**src/rtl/irq_prio_arb.sv**
```systemverilog
module irq_prio_arb #(
  parameter int NUM_IRQ = 64,
  parameter int PW      = 8,
  parameter bit REG_OUT = 1'b1
) (
  input  logic                  clk_i,
  input  logic                  rst_ni,
  input  logic                  legacy_i,
  input  logic [NUM_IRQ-1:0]    pend_i,
  input  logic [NUM_IRQ*PW-1:0] prio_i,
  input  logic [$clog2(NUM_IRQ)-1:0] ext_id_i,
  input  logic [PW-1:0]         ext_dflt_i,
  output logic                  win_vld_o,
  output logic [$clog2(NUM_IRQ)-1:0] win_id_o
);
  localparam int IW = $clog2(NUM_IRQ);
  localparam int KW = 1 + PW + IW;
  localparam logic [PW-1:0] PMAX = {PW{1'b1}};

  function automatic int dflt_rank(int n);
    int d;
    if (n >= 48 && n <= 63) begin
      d = 63 - n;
      return 4 + 6 * (d / 4) + ((d % 4) < 2 ? d % 4 : d % 4 + 2);
    end
    if (n >= 24 && n <= 31) begin
      d = 31 - n;
      return 4 + 6 * (d / 2) + 2 + d % 2;
    end
    if (n >= 32 && n <= 47) begin
      d = 47 - n;
      return 38 + 6 * (d / 4) + ((d % 4) < 2 ? d % 4 : d % 4 + 2);
    end
    if (n >= 16 && n <= 23) begin
      d = 23 - n;
      return 38 + 6 * (d / 2) + 2 + d % 2;
    end
    case (n)
      11: return 28;
      3:  return 29;
      7:  return 30;
      9:  return 31;
      1:  return 32;
      5:  return 33;
      12: return 34;
      10: return 35;
      2:  return 36;
      6:  return 37;
      default: return 255;
    endcase
  endfunction

  logic [KW-1:0] leaf [NUM_IRQ];
  logic [KW-1:0] node [2*NUM_IRQ];

  for (genvar i = 0; i < NUM_IRQ; i++) begin : g_leaf
    localparam logic [PW-1:0] RANK = PW'(dflt_rank(i));
    logic [PW-1:0] raw, eff;
    assign raw = prio_i[i*PW +: PW];
    always_comb begin
      if (raw != '0)                    eff = raw;
      else if (ext_id_i == IW'(i))      eff = ext_dflt_i;
      else if (RANK < ext_dflt_i)       eff = PW'(1);
      else                              eff = PMAX;
    end
    assign leaf[i] = legacy_i ? {~pend_i[i], {PW{1'b0}}, IW'(i)}
                              : {~pend_i[i], eff, ~IW'(i)};
  end

  always_comb begin
    node[0] = '0;
    for (int i = 0; i < NUM_IRQ; i++) node[NUM_IRQ + i] = leaf[i];
    for (int j = NUM_IRQ - 1; j >= 1; j--)
      node[j] = (node[2*j] <= node[2*j+1]) ? node[2*j] : node[2*j+1];
  end

  logic          nxt_vld;
  logic [IW-1:0] nxt_id;
  assign nxt_vld = ~node[1][KW-1];
  assign nxt_id  = !nxt_vld ? '0 : (legacy_i ? node[1][IW-1:0] : ~node[1][IW-1:0]);

  if (REG_OUT) begin : g_reg
    always_ff @(posedge clk_i or negedge rst_ni) begin
      if (!rst_ni) begin
        win_vld_o <= 1'b0;
        win_id_o  <= '0;
      end else begin
        win_vld_o <= nxt_vld;
        win_id_o  <= nxt_id;
      end
    end

    a_r8_pend_gives_valid: assert property (@(posedge clk_i) disable iff (!rst_ni)
      (|pend_i) |=> win_vld_o);
    a_r7_idle_gives_zero: assert property (@(posedge clk_i) disable iff (!rst_ni)
      !(|pend_i) |=> (!win_vld_o && win_id_o == '0));
  end else begin : g_comb
    assign win_vld_o = nxt_vld;
    assign win_id_o  = nxt_id;
  end

  a_r1_winner_is_pending: assert property (@(posedge clk_i) disable iff (!rst_ni)
    nxt_vld |-> pend_i[nxt_id]);
  a_r7_valid_iff_pending: assert property (@(posedge clk_i) disable iff (!rst_ni)
    nxt_vld == (|pend_i));
  a_r6_legacy_lowest: assert property (@(posedge clk_i) disable iff (!rst_ni)
    (legacy_i && nxt_vld) |-> ((pend_i & ((NUM_IRQ'(1) << nxt_id) - NUM_IRQ'(1))) == '0));
endmodule

```
**config.mk**
```make
export PLATFORM = sky130hd
export DESIGN_NAME = irq_prio_arb
export DESIGN_NICKNAME = d
export VERILOG_FILES = /design/src/rtl/irq_prio_arb.sv
export SDC_FILE = /design/constraint.sdc
export NUM_CORES = 2
export LEC_CHECK = 0
export BUFFER_PORTS_ARGS = -buffer_cell sky130_fd_sc_hd__buf_2
export CAP_MARGIN = 5
export CORE_MARGIN = 3
export CORE_UTILIZATION = 30
export DETAILED_ROUTE_END_ITERATION = 10
export SLEW_MARGIN = 30
export SYNTH_ARGS = -nofsm -noshare
export SYNTH_HDL_FRONTEND = slang
export SYNTH_SLANG_ARGS = --single-unit
```
**constraint.sdc**
```tcl
create_clock -name clk_i -period 0.8 [get_ports clk_i]
set_input_delay 0.08 -clock clk_i [delete_from_list [all_inputs] [get_ports clk_i]]
set_output_delay 0.08 -clock clk_i [all_outputs]
set_load 0.02 [all_outputs]
```
==> impl_metrics.env <==
export IMPL_cts_tree="built"
export IMPL_final_cells=9966
export IMPL_max_slew_margin_pct=57.20
export IMPL_die_y_um=358.1
export IMPL_grt_pass1_vias=52960
export IMPL_drv_cap=0
export IMPL_numCtsBuffers=3
export IMPL_htree_num_levels=1
export IMPL_yosysSeqAreaShare_pct=0.4709
export IMPL_power_frac_clock_pct=0.4
export IMPL_internal_power_mw=108.0
export IMPL_ys_types=112
export IMPL_boundaryPins=600
export IMPL_crit_family="compound AO/OA/AOI/OAI gates"
export IMPL_path_clk_slew_ns=0.04
export IMPL_portBuffers=599
export IMPL_dp_cells=9709
export IMPL_hpwl_um=188900
export IMPL_ant_nets=0
export IMPL_area_growth_syn_to_layout_pct=79.35
export IMPL_drc=0
export IMPL_setup_tns_ns=-78.62
export IMPL_fp_row_count=128
export IMPL_fin_crit_ns=11.94
export IMPL_synth_nets=6715
export IMPL_layout_drive_gt1_share_pct=49.00
export IMPL_final_setup_worst_slack_ns=-11.14
export IMPL_die_area_mm2=0.1283
export IMPL_slew_viol_final=0
export IMPL_wirelength_um=224400
export IMPL_drt_iter0_drc=4632
export IMPL_gp_congestion=1.047
export IMPL_core_mm2=0.1225
export IMPL_clock_sinks=7
export IMPL_power_frac_comb_pct=99.1
export IMPL_crit_top_cell="buf_6"
export IMPL_synthArstFlopShare_pct=100.0
export IMPL_first_pass_iters=7
export IMPL_critPathRequiredTime_ns=0.93
export IMPL_worstPathArrival_ns=12.07
export IMPL_worstHoldPathType="in2async"
export IMPL_grt_use_total_pct=32.53
export IMPL_hold_viol=0
export IMPL_p_leak_nw=32.75
export IMPL_rsz0062_at_grt="yes"
export IMPL_synth_area_mm2=0.03720
export IMPL_slowest_delay_ns=0.43
export IMPL_final_common_cell="buf_4"
export IMPL_cp_start_kind="input port"
export IMPL_yosys_warnings=0
export IMPL_p_switching_mw=104.6
export IMPL_layout_common_cells="buf_4, ha_1, buf_2, inv_1, o21a_1"
export IMPL_die_w_um=358.1
export IMPL_failed_checks="setup timing"
export IMPL_power_switching_share_pct=49.19
export IMPL_worstPathMaxFanout=8
export IMPL_slowest_stage="nor4b_4"
export IMPL_max_freq_mhz=83.75
export IMPL_grt_pass1_wl_um=319100
export IMPL_crit_buf_inv=14
export IMPL_fin_crit_sh_pct=1493
export IMPL_crit_type="in2reg"
export IMPL_power_mw=212.6
export IMPL_synth_cells=5381
export IMPL_avgViaCountPerCell=5.518
export IMPL_clockBufferDepth=2
export IMPL_antenna_found_initial=35
export IMPL_status="finished, violations left"
export IMPL_via_count=55000
export IMPL_power_density_mw_per_mm2=3187
export IMPL_p_seq_share_pct=0.5
export IMPL_grt_overflow_total=0
export IMPL_avgSynthCellArea_um2=6.913
export IMPL_crit_path_end_kind="register"
export IMPL_worstMarginPinSlew_ns=0.6371
export IMPL_synth_edf_count=0
export IMPL_cts_root_buffer="clkbuf_16"
export IMPL_start_util_pct=30.36
export IMPL_ys_seq_elements=7
export IMPL_finalNetCount=9652
export IMPL_final_core_util_pct=54.45
export IMPL_max_vdd_ir_drop_mv=4.616
export IMPL_grt_max_degree=45
export IMPL_setup_viol=14
export IMPL_ys_flop_type="dfrtp_1"
export IMPL_routedWlPerCell_um=22.52
-- cell type report --
type / count / area (um2)
inverter: 606 / 2297
timing repair inverter: 1 / 7.507
tap: 1625 / 2033
fill: 11730 / 55800
timing repair buffer: 3201 / 24010
sequential: 7 / 183.9
clock buffer: 4 / 78.83
multi-input combinational: 4498 / 38040
antenna: 24 / 60.06
-- worst max-delay path by stage --
stage,start,end,cells past startpoint,slack [ns]
3_3_place_gp,ext_id_i[1],win_id_o[1],64,-11.76
4_1_cts,prio_i[417],win_id_o[3],58,-10.86
5_1_grt,ext_id_i[0],win_id_o[3],59,-11.54
2_1_floorplan,prio_i[417],win_id_o[0],55,-10.68
3_5_place_dp,ext_id_i[0],win_id_o[0],62,-11.99
6_report,ext_id_i[1],win_id_o[3],61,-11.14
-- registers in the layout, indices dropped and copies added (netlist names) --
register and count:
win_id_o 6, win_vld_o 1
-- synthesized netlist by cell type, types with 18 or more instances --
cell type	number	area share, %
a211o_1	31	0.73
o31ai_1	18	0.36
o21a_1	385	7.8
and4_1	18	0.42
nor2b_1	41	0.69
a21oi_1	444	6.0
a221oi_1	21	0.49
nand2_1	324	3.3
clkbuf_1	147	1.5
a2111oi_0	19	0.45
o211ai_1	94	1.9
a21o_1	60	1.2
a211oi_1	71	1.4
inv_1	597	6.0
buf_2	79	1.1
a31oi_1	60	1.0
ha_1	741	25
nand3_1	153	2.1
a21boi_0	43	0.87
or3_1	24	0.40
a311oi_1	51	1.2
nand4_1	71	1.2
nor2_1	376	3.8
nor3_1	87	1.2
o221ai_1	19	0.45
nand2b_1	47	0.79
buf_1	36	0.36
o21ai_1	73	0.98
or2_2	23	0.39
or4_1	48	0.97
mux2_2	97	2.9
nor4_1	70	1.2
o21ai_0	383	5.2
mux2i_1	294	7.9
-- timing repair --
action	4_1_cts	5_1_grt
gates cloned	11	8
endpoints found under the hold margin	7	0
hold buffers	1	0
resized for setup	465	564
endpoints found under the setup margin	14	14
buffers inserted	117	95
pin swaps	134	255
-- power by group through the flow --
stage	clock, mW	combinational [mW]	sequential, mW
after floorplan	0	89.0	0.838
after global placement	0	165	0.978
after detailed placement	0	165	0.945
after CTS	0.879	188	1.02
after global routing	0.898	222	1.03
final	0.874	211	1.07
-- metrics by stage --
step,hold WS (ns),instance area [um2],setup WS [ns]
finish,0.2950,66710,-11.14
global route,0.2931,66680,-11.54
CTS,0.2804,63220,-10.86
detailed placement,-0.03057,60230,-11.99
global placement,-0.03295,60230,-11.76
floorplan,-0.2156,37880,-10.68
-- metal layers --
metal / vias up / GRT usage (%) / wire length (um)
met2: 2282 / 52.59 / 98500
met1: 26150 / 42.09 / 94060
li1: 26010 / - / -
met4: 18 / 13.38 / 11780
met5: - / 0 / 106
met3: 539 / 6.424 / 19960
-- cells by family (layout without fill, tap and decap cells) --
| kind of cell | count (synthesis) | after routing | share of synthesized area, % |
|---|---|---|---|
| compound gates | 1977 | 1981 | 35.26 |
| simple gates | 1376 | 1376 | 18.90 |
| buf+inv | 880 | 3812 | 9.287 |
| fa+ha+maj | 741 | 741 | 24.93 |
| mux | 397 | 397 | 11.09 |
| flops | 7 | 7 | 0.4709 |
| xor+xnor | 3 | 3 | 0.07065 |
| other cells | 0 | 24 | 0 |
No activity file was read; power rests on OpenSTA's default activity.
